[config.mk]
export PLATFORM = sky130hd
export DESIGN_NAME = scp_core
export DESIGN_NICKNAME = d
export VERILOG_FILES = /design/src/rtl/scp_pkg.sv /design/src/rtl/scp_decode.sv /design/src/rtl/scp_alu.sv /design/src/rtl/scp_regfile.sv /design/src/rtl/scp_core.sv
export SDC_FILE = /design/constraint.sdc
export NUM_CORES = 2
export LEC_CHECK = 0
export CAP_MARGIN = 20
export CORE_MARGIN = 4
export CORE_UTILIZATION = 55
export DETAILED_ROUTE_END_ITERATION = 10
export DONT_BUFFER_PORTS = 1
export PLACE_DENSITY = 0.75
export SYNTH_ARGS = -nofsm -noshare
export SYNTH_HDL_FRONTEND = slang
export SYNTH_HIERARCHICAL = 1
export SYNTH_SLANG_ARGS = --single-unit
[constraint.sdc]
create_clock -name clk -period 10.3 [get_ports clk]
set_input_delay 2.575 -clock clk [delete_from_list [all_inputs] [get_ports clk]]
set_output_delay 2.575 -clock clk [all_outputs]
set_load 0.03 [all_outputs]
[src/rtl/scp_pkg.sv]
package scp_pkg;

  localparam int XLEN    = 32;
  localparam int RIDX_W  = 5;
  localparam int IMM_W   = 16;
  localparam int JADDR_W = 26;
  localparam int OP_W    = 6;

  localparam logic [OP_W-1:0] OP_REG    = 6'h00;
  localparam logic [OP_W-1:0] OP_JUMP   = 6'h02;
  localparam logic [OP_W-1:0] OP_BRANCH = 6'h04;
  localparam logic [OP_W-1:0] OP_LOAD   = 6'h23;
  localparam logic [OP_W-1:0] OP_STORE  = 6'h2B;

  localparam logic [5:0] FN_ADD = 6'h20;
  localparam logic [5:0] FN_SUB = 6'h22;
  localparam logic [5:0] FN_AND = 6'h24;
  localparam logic [5:0] FN_OR  = 6'h25;
  localparam logic [5:0] FN_SLT = 6'h2A;

  typedef enum logic [2:0] {
    ALU_AND = 3'b000,
    ALU_OR  = 3'b001,
    ALU_ADD = 3'b010,
    ALU_SUB = 3'b110,
    ALU_SLT = 3'b111
  } alu_op_e;

  typedef struct packed {
    logic    reg_write;
    logic    dst_is_rd;
    logic    alu_use_imm;
    logic    wb_from_mem;
    logic    mem_write;
    logic    is_branch;
    logic    is_jump;
    alu_op_e alu_op;
  } ctrl_t;

  function automatic logic [XLEN-1:0] sext_imm(input logic [IMM_W-1:0] v);
    return {{(XLEN-IMM_W){v[IMM_W-1]}}, v};
  endfunction

  function automatic logic [XLEN-1:0] alu_eval(input alu_op_e op,
                                               input logic [XLEN-1:0] a,
                                               input logic [XLEN-1:0] b);
    logic [XLEN-1:0] r;
    case (op)
      ALU_AND: r = a & b;
      ALU_OR:  r = a | b;
      ALU_ADD: r = a + b;
      ALU_SUB: r = a - b;
      ALU_SLT: r = {{(XLEN-1){1'b0}}, ($signed(a) < $signed(b))};
      default: r = '0;
    endcase
    return r;
  endfunction

  function automatic logic [XLEN-1:0] branch_dest(input logic [XLEN-1:0] seq_pc,
                                                  input logic [IMM_W-1:0] off);
    logic [XLEN-1:0] ext;
    ext = sext_imm(off);
    return seq_pc + {ext[XLEN-3:0], 2'b00};
  endfunction

  function automatic logic [XLEN-1:0] jump_dest(input logic [XLEN-1:0] seq_pc,
                                                input logic [JADDR_W-1:0] tgt);
    return {seq_pc[XLEN-1:JADDR_W+2], tgt, 2'b00};
  endfunction

endpackage

[src/rtl/scp_decode.sv]
module scp_decode
  import scp_pkg::*;
(
  input  logic [OP_W-1:0] op,
  input  logic [5:0]      funct,
  output ctrl_t           ctrl
);

  always_comb begin
    ctrl.reg_write   = 1'b0;
    ctrl.dst_is_rd   = 1'b0;
    ctrl.alu_use_imm = 1'b0;
    ctrl.wb_from_mem = 1'b0;
    ctrl.mem_write   = 1'b0;
    ctrl.is_branch   = 1'b0;
    ctrl.is_jump     = 1'b0;
    ctrl.alu_op      = ALU_ADD;
    case (op)
      OP_REG: begin
        ctrl.dst_is_rd = 1'b1;
        ctrl.reg_write = 1'b1;
        case (funct)
          FN_ADD:  ctrl.alu_op = ALU_ADD;
          FN_SUB:  ctrl.alu_op = ALU_SUB;
          FN_AND:  ctrl.alu_op = ALU_AND;
          FN_OR:   ctrl.alu_op = ALU_OR;
          FN_SLT:  ctrl.alu_op = ALU_SLT;
          default: ctrl.reg_write = 1'b0;
        endcase
      end
      OP_LOAD: begin
        ctrl.reg_write   = 1'b1;
        ctrl.alu_use_imm = 1'b1;
        ctrl.wb_from_mem = 1'b1;
      end
      OP_STORE: begin
        ctrl.alu_use_imm = 1'b1;
        ctrl.mem_write   = 1'b1;
      end
      OP_BRANCH: begin
        ctrl.is_branch = 1'b1;
        ctrl.alu_op    = ALU_SUB;
      end
      OP_JUMP: ctrl.is_jump = 1'b1;
      default: ;
    endcase
  end

endmodule

[src/rtl/scp_alu.sv]
module scp_alu
  import scp_pkg::*;
#(
  parameter int W = XLEN
) (
  input  alu_op_e      op,
  input  logic [W-1:0] a,
  input  logic [W-1:0] b,
  output logic [W-1:0] y,
  output logic         zero
);

  always_comb begin
    y    = alu_eval(op, a, b);
    zero = (y == '0);
  end

endmodule

[src/rtl/scp_regfile.sv]
module scp_regfile #(
  parameter int NREG = 32,
  parameter int W    = 32,
  localparam int AW  = $clog2(NREG)
) (
  input  logic          clk,
  input  logic          rst_n,
  input  logic [AW-1:0] ra1,
  input  logic [AW-1:0] ra2,
  output logic [W-1:0]  rd1,
  output logic [W-1:0]  rd2,
  input  logic          we,
  input  logic [AW-1:0] wa,
  input  logic [W-1:0]  wd
);

  logic [W-1:0] regs [NREG];
  logic         wr_hit_zero;

  assign wr_hit_zero = we && (wa == '0);

  always_ff @(posedge clk or negedge rst_n) begin
    if (!rst_n) begin
      for (int i = 0; i < NREG; i++) regs[i] <= '0;
    end else if (we && !wr_hit_zero) begin
      regs[wa] <= wd;
    end
  end

  assign rd1 = regs[ra1];
  assign rd2 = regs[ra2];


  r0_port1_zero_chk: assert property (@(posedge clk) disable iff (!rst_n)
    (ra1 == '0) |-> (rd1 == '0));


  r0_port2_zero_chk: assert property (@(posedge clk) disable iff (!rst_n)
    (ra2 == '0) |-> (rd2 == '0));

endmodule

[src/rtl/scp_core.sv]
module scp_core
  import scp_pkg::*;
#(
  parameter logic [31:0] RESET_PC = 32'h0000_0000
) (
  input  logic        clk,
  input  logic        rst_n,
  output logic [31:0] imem_addr,
  input  logic [31:0] imem_data,
  output logic [31:0] dmem_addr,
  output logic [31:0] dmem_wdata,
  output logic        dmem_we,
  input  logic [31:0] dmem_rdata
);

  logic [XLEN-1:0]    pc_q, pc_next, pc_plus4, br_target, j_target;
  logic [OP_W-1:0]    f_op;
  logic [RIDX_W-1:0]  f_rs, f_rt, f_rd, wb_idx;
  logic [5:0]         f_funct;
  logic [IMM_W-1:0]   f_imm;
  logic [JADDR_W-1:0] f_jaddr;
  ctrl_t              ctrl;
  logic [XLEN-1:0]    rs_val, rt_val, imm_ext, alu_b, alu_y, wb_data;
  logic               alu_zero;
  logic               take_branch, seq_step;

  // field split
  assign f_op    = imem_data[31:26];
  assign f_rs    = imem_data[25:21];
  assign f_rt    = imem_data[20:16];
  assign f_rd    = imem_data[15:11];
  assign f_funct = imem_data[5:0];
  assign f_imm   = imem_data[15:0];
  assign f_jaddr = imem_data[25:0];

  scp_decode u_dec (
    .op    (f_op),
    .funct (f_funct),
    .ctrl  (ctrl)
  );

  scp_regfile #(.NREG(32), .W(XLEN)) u_rf (
    .clk   (clk),
    .rst_n (rst_n),
    .ra1   (f_rs),
    .ra2   (f_rt),
    .rd1   (rs_val),
    .rd2   (rt_val),
    .we    (ctrl.reg_write),
    .wa    (wb_idx),
    .wd    (wb_data)
  );

  assign imm_ext = sext_imm(f_imm);
  assign alu_b   = ctrl.alu_use_imm ? imm_ext : rt_val;

  scp_alu #(.W(XLEN)) u_alu (
    .op   (ctrl.alu_op),
    .a    (rs_val),
    .b    (alu_b),
    .y    (alu_y),
    .zero (alu_zero)
  );

  assign wb_idx  = ctrl.dst_is_rd ? f_rd : f_rt;
  assign wb_data = ctrl.wb_from_mem ? dmem_rdata : alu_y;

  // data memory side
  assign dmem_addr  = alu_y;
  assign dmem_wdata = rt_val;
  assign dmem_we    = ctrl.mem_write;

  // next PC
  assign pc_plus4    = pc_q + 32'd4;
  assign br_target   = branch_dest(pc_plus4, f_imm);
  assign j_target    = jump_dest(pc_plus4, f_jaddr);
  assign take_branch = ctrl.is_branch && alu_zero;
  assign seq_step    = !take_branch && !ctrl.is_jump;

  always_comb begin
    if (ctrl.is_jump)  pc_next = j_target;
    else if (take_branch) pc_next = br_target;
    else pc_next = pc_plus4;
  end

  always_ff @(posedge clk or negedge rst_n) begin
    if (!rst_n) pc_q <= RESET_PC;
    else        pc_q <= pc_next;
  end

  assign imem_addr = pc_q;


  reset_pc_chk: assert property (@(posedge clk)
    !rst_n |=> (imem_addr == RESET_PC));


  seq_advance_chk: assert property (@(posedge clk) disable iff (!rst_n)
    seq_step |=> (imem_addr == $past(imem_addr) + 32'd4));


  branch_taken_chk: assert property (@(posedge clk) disable iff (!rst_n)
    (ctrl.is_branch && (rs_val == rt_val)) |=> (imem_addr == $past(br_target)));


  branch_fall_chk: assert property (@(posedge clk) disable iff (!rst_n)
    (ctrl.is_branch && (rs_val != rt_val)) |=> (imem_addr == $past(imem_addr) + 32'd4));


  jump_shape_chk: assert property (@(posedge clk) disable iff (!rst_n)
    (f_op == OP_JUMP) |=> (imem_addr[1:0] == 2'b00 &&
                           imem_addr[31:28] == $past(pc_plus4[31:28])));


  store_only_chk: assert property (@(posedge clk) disable iff (!rst_n)
    dmem_we |-> (imem_data[31:26] == OP_STORE));


  slt_bool_chk: assert property (@(posedge clk) disable iff (!rst_n)
    (f_op == OP_REG && f_funct == FN_SLT) |-> (wb_data[31:1] == '0));


  undef_quiet_chk: assert property (@(posedge clk) disable iff (!rst_n)
    (f_op != OP_REG && f_op != OP_LOAD && f_op != OP_STORE &&
     f_op != OP_BRANCH && f_op != OP_JUMP) |-> (!dmem_we && !ctrl.reg_write));

endmodule

# --- Yosys cells after proc, flatten, opt, wreduce, memory -nomap -nowiden ---
# Index checks and enable logic that the tools add are counted.
totals:
  register_bits: 1056
  elab_cells: 96
  output_inout_bits: 97
  input_bits: 66
classes:
  n_eq_ne: 13
  reduce_logical: 11
  n_mux: 25
  n_addsub: 4
  order_cmp: 5
  bitwise_logic: 5
op_table:
  columns: ["op", "count"]
  rows:
  - ["$bwmux W1024", 1]
  - ["$bmux W32 S5", 2]
  - ["$mux W32", 9]
  - ["$demux W32 S5", 1]
  - ["$pmux W32 S5", 1]
  - ["$add A32 B32 Y32", 2]
  - ["$eq A6 B6 Y1 const B", 7]
  - ["$add A32 B3 Y32 const B", 1]
  - ["$and A32 B32 Y32", 1]
  - ["$logic_not A32 Y1", 1]
  - ["$lt A32 B32 Y1", 1]
  - ["$or A32 B32 Y32", 1]
  - ["$sub A32 B32 Y32", 1]
  - ["$ge A6 B6 Y1 const B", 3]
  - ["$not A5 Y6", 3]
  - ["$pmux W3 S4", 1]
  - ["$mux W1", 7]
  - ["$eq A3 B3 Y1 const B", 2]
  - ["$eq A6 B2 Y1 const B", 1]
  - ["$eq A6 B3 Y1 const B", 1]
  - ["$logic_not A6 Y1", 1]
  - ["$lt A6 B1 Y1 const B", 1]
  - ["$pmux W3 S2", 1]
  - ["$logic_not A5 Y1", 1]
  - ["9 further kinds", 12]

# --- Longest topological paths before layout ---
depth:
  word_depth: 11
  depth_mapped: 31
  depth_no_buf: 26

# --- By module ---
# Netlist, hierarchy kept.
modules_own_cells:
  columns: ["mod", "area_each_um2", "cells_per_inst", "seq_area_each_um2", "n_inst"]
  rows:
  - ["scp_regfile", 55942.4, 4601, 25624.6, 1]
  - ["scp_alu", 5201.2, 801, 0.0, 1]
  - ["scp_core", 4321.6, 544, 750.7, 1]
  - ["scp_decode", 157.7, 24, 0.0, 1]

# --- Worst setup path after synthesis ---
# OpenSTA, ideal clock, no wires.
synth_timing:
  kind: "input port to output port"
  start: "in imem_data[17]"
  end: "out dmem_addr[26]"
  n_path_buf: 4
  slack_ps: 138
  t_arrival_ps: 7587
  path_stages: 21
  path_cell_list: "buf_2 > buf_4 > buf_2 > buf_2 > mux2i_1 > nand2_1 > a31oi_1 > nand3_1 > mux2_2 > ha_1 > fa_1 > a21o_1 > a221o_1 > a2111o_1 > a211oi_2 > o41ai_1 > a31oi_1 > a21oi_1 > xnor2_1 > a22oi_1 > o21ai_0"
synth_between:
  elab_chain_cells: 7
  word_cells_on_any_way: 10
  cone_classes: "add/sub: 2; mux: 5; bitwise: 3"
synth_lines:
  columns: ["element", "line", "text"]
  rows:
  - ["start: declaration", "scp_core.sv:9", "input logic [31:0] imem_data,"]
  - ["$not A5 Y6 (not written as such) *", "scp_regfile.sv:31", "assign rd2 = regs[ra2];"]
  - ["$bmux W32 S5 *", "scp_regfile.sv:31", null]
  - ["$mux W32 (not written as such) * (2 in series)", "scp_regfile.sv:31", null]
  - ["via dmem_wdata[0]", "scp_core.sv:11", "output logic [31:0] dmem_wdata,"]
  - ["$mux W32 *", "scp_core.sv:55", "assign alu_b = ctrl.alu_use_imm ? imm_ext : rt_val;"]
  - ["via alu_b[0]", "scp_core.sv:23", "logic [XLEN-1:0] rs_val, rt_val, imm_ext, alu_b, alu_y, wb_data;"]
  - ["$sub A32 B32 Y32 / $add A32 B32 Y32 (equally long branches)", "scp_pkg.sv:52, scp_pkg.sv:51", null]
  - ["$pmux W32 S5 *", "scp_pkg.sv:48", "case (op)"]
  - ["end: declaration", "scp_core.sv:10", "output logic [31:0] dmem_addr,"]
# Mark *: on every way through the listed nets, which the timed path passes. The rest lies on a longest branch. The select of a mux whose other input is x is not followed.

# --- Worst setup path in the final report ---
layout_timing:
  start: "in imem_data[17]"
  end: "out dmem_addr[30]"
layout_between:
  elab_chain_cells: 7
  word_cells_on_any_way: 10
  cone_classes: "add/sub: 2; mux: 5; bitwise: 3"
layout_lines:
  columns: ["element", "line"]
  rows:
  - ["$not A5 Y6 (not written as such) *", "scp_regfile.sv:31"]
  - ["$bmux W32 S5 *", "scp_regfile.sv:31"]
  - ["$mux W32 (not written as such) * (2 in series)", "scp_regfile.sv:31"]
  - ["$mux W32 *", "scp_core.sv:55"]
  - ["via alu_b[25]", "scp_core.sv:23"]
  - ["$sub A32 B32 Y32 / $add A32 B32 Y32 (equally long branches)", "scp_pkg.sv:52, scp_pkg.sv:51"]
  - ["$pmux W32 S5 *", "scp_pkg.sv:48"]
# Marked as above.

==> run_results.csv <==
group,metric,value,unit
run_status,status,"complete, but fails checks",
run_status,violations,"slew limit, setup timing",
setup_path,rrSetupSlack,2.87,ns
final_layout,finalNetCount,5962,
power_and_ir_drop,switching_share,33.24,%
yosys,ys_seq_area_share,40.19,%
sta,hold_viol,0,
placement,placed_cell_area,66710,um^2
power_and_ir_drop,power_density,160.6,nW/um^2
final_layout,n_fill_cell,9574,
floorplan,ios,163,
cts,htreeDepth,3,
cts,clock_latency,0.73,ns
power_and_ir_drop,leakagePower,35.00,nW
setup_path,crit_path_frequent_cell,"inv_1",
detailed_routing,totalWireLength,215500,um
detailed_routing,vias_per_cell,6.816,
power_and_ir_drop,seq_power_share,39.1,%
cts,cts_sinks,1054,
detailed_routing,vias,50330,
floorplan,die_y,353.4,um
final_layout,final_area,70850,um^2
global_route,grt_pass1_vias,50030,
final_layout,regArea,26380,um^2
floorplan,die_x,353.4,um
sta,fin_ws,-0.3969,ns
floorplan,dieArea,124900,um^2
sta,finalSetupViolations,13,
setup_path,path_buf_inv,5,
final_layout,multi_input_area,36110,um^2
setup_path,crit_family,"compound AO/OA/AOI/OAI gates",
floorplan,row_count,126,
global_route,grt_pass1_wl,317500,um
sta,fin_crit,10.70,ns
global_route,grt_max_degree,1055,
power_and_ir_drop,ir_drop,0.0001695,V
detailed_routing,final_antenna_net_count,0,
cts,cts_buffers,107,
power_and_ir_drop,p_sw,3.783,mW
final_layout,layout_common_cells,"dfrtp_1, mux2i_1, mux2_2, a21oi_1, nand2_1",
floorplan,initial_core_util,55.50,%
sta,min_period_over_period,103.9,%
yosys,syn_avg_cell_area,10.99,um^2
setup_path,startpoint_type,"primary input",
cts,clock_path_buffers,3,
power_and_ir_drop,power,11.38,mW
sta,skew,0.05558,ns
setup_path,crit_arrival,8.12,ns
detailed_routing,drt_iter0_markers,5715,
global_route,antenna_found_initial,10,
yosys,synth_warnings,6,
global_route,grt_usage,33.02,%
sta,max_freq,93.48,MHz
setup_path,setup.worst_path.class,"primary input to primary output",
placement,post-dp-hpwl,129200,um
placement,io_buffers,0,
sta,slew_violations,231,
final_layout,layout_commonest_cell,"dfrtp_1",
setup_path,critPathSlowestCell,"ha_1",
detailed_routing,firstDrtPassIters,6,
yosys,synth-async-reset-ratio,100.0,%
cts,cts_hold_repair.buffers,0,
cts,cts_tree,"done",
sta,slew-limit-headroom,-63.99,%
final_layout,drive_gt1_share,25.58,%
yosys,yosys_register_bits,1054,
setup_path,crit_path_cell_trace,"mux2i_1 -> a22o_1 -> nor3_1 -> a31oi_1 -> nand3_1 -> inv_1 -> o21ai_0 -> inv_1 -> ha_1 -> inv_1 -> o311ai_0 -> buf_4 -> a211oi_1 -> o41a_1 -> and3_1 -> o21ai_0 -> o211ai_1 -> buf_4",
detailed_routing,drc_errors,0,
job,drv_cap,0,
final_layout,syn_to_final_growth,7.972,%
yosys,synth-edff-count,0,
cts,clk_pin_slew,0.06,ns
worst_hold_path,hold_path.class,"flop to flop",
setup_path,cp_data_required_time,7.73,ns
yosys,synthCells,5970,
placement,routabilityCongestion,0.9881,
final_layout,instances_no_fill,7385,
setup_path,critPathCaptureType,"primary output",
yosys,synthDistinctLibCells,91,
sta,tightest_slew,2.460,ns
floorplan,core,118200,um^2
detailed_routing,avgRoutedWirePerCell,29.18,um
global_route,grt.overflow.total,0,
power_and_ir_drop,intPower,7.599,mW
yosys,syn_area,65620,um^2
placement,place_inst,7172,
setup_path,slowest_delay,0.50,ns
yosys,ys.flop_type,"dfrtp_1",
final_layout,fin_util,59.92,%
setup_path,cp_max_fo,513,
cts,cts-root-buf,"clkbuf_16",
power_and_ir_drop,p_clk_share,36.4,%
power_and_ir_drop,p_comb_share,24.5,%
[through the flow]
stage	setup slack [ns]	TNS [ns]	hold WS (ns)
3_5_place_dp	0.2664	0	0.3877
2_1_floorplan	0.1376	0	0.4488
3_3_place_gp	0.3636	0	0.3844
4_1_cts	0.2726	0	0.4014
5_1_grt	-0.008364	-0.008364	0.4123
6_report	-0.3969	-3.412	0.3966
[power groups by stage]
stage	sequential, mW	combinational, mW	clock (mW)
after floorplan	4.49	1.84	0
after global placement	4.52	2.52	0
after detailed placement	4.53	2.54	0
after CTS	4.45	2.55	4.19
after global routing	4.47	2.94	4.36
final	4.45	2.78	4.14
[state kept, by name, summed over array words and instances, names as in the netlist]
signal,flops
u_rf/regs,1024
imem_addr,30
[final timing paths]
| check | cells after the start | startpoint | to |
|---|---|---|---|
| hold reg to reg | 0 | u_rf/regs[1016] | u_rf/regs[1016] |
| setup reg to reg | 27 | u_rf/regs[932] | imem_addr[31] |
| setup / recovery | 18 | imem_data[17] | dmem_addr[30] |
| hold / removal | 0 | u_rf/regs[1016] | u_rf/regs[1016] |
| min in group asynchronous | 0 | rst_n | u_rf/regs[475] |
| max in group asynchronous | 3 | rst_n | imem_addr[30] |
[cell usage after synthesis, drive strengths merged, types with 130 or more instances]
| library cell | count | share of area (%) |
|---|---|---|
| a21oi | 318 | 2.4 |
| buf | 265 | 2.7 |
| mux2i | 1041 | 16 |
| ha | 135 | 2.6 |
| dfrtp | 1054 | 40 |
| a22oi | 199 | 2.3 |
| mux2 | 1057 | 18 |
| inv | 138 | 0.79 |
| nand2 | 314 | 1.8 |
| a22o | 130 | 1.7 |
| clkbuf | 280 | 1.6 |
| nand3 | 232 | 1.8 |
[worst reg2reg max path, stage by stage, from the launching register on]
cell	delay [ns]
dfrtp_1	0.41
mux2i_1	0.16
a22o_1	0.19
nor3_1	0.05
a31oi_1	0.37
nand3_2	0.28
mux2_2	0.36
inv_1	0.08
ha_1	0.26
buf_4	0.17
a21o_1	0.16
a221o_1	0.45
a2111o_1	0.44
nand3_1	0.15
a21oi_1	0.12
a2111o_1	0.45
a221o_1	0.31
a21o_1	0.33
or4_1	0.57
or4_1	0.50
nor4_2	0.29
buf_4	0.20
and2_1	0.20
nand2_1	0.16
nor4_2	0.22
a21bo_2	0.24
nand4_1	0.07
and4b_1	0.19
[metal layers]
metal  share of wire (%)  GRT usage (%)
met4                 5.6          16.12
met5               0.013              0
met3                  10          8.005
met1                  39          42.69
met2                  45          52.21
[final cells by class]
cell class,instances,area share (%)
Tap cell,1536,2.712
Sequential cell,1054,37.22
Inverter,139,0.7364
Multi-Input combinational cell,4233,50.97
Clock inverter,37,0.8441
Timing Repair Buffer,223,3.023
Antenna cell,5,0.01766
Clock buffer,158,4.473
[what timing repair did]
item	in CTS	in global routing
endpoints found under the setup margin	0	32
setup buffers	0	0
resized for setup	0	6
[kinds of logic after synthesis]
kind of cell,share of synthesized area (%)
fa+ha+maj,2.666
other cells,0.005714
buf+inv,5.091
compound gates,10.31
mux,34.02
xor+xnor,1.014
simple gates,6.704
flops,40.19
No activity file was read; power rests on OpenSTA's default activity.
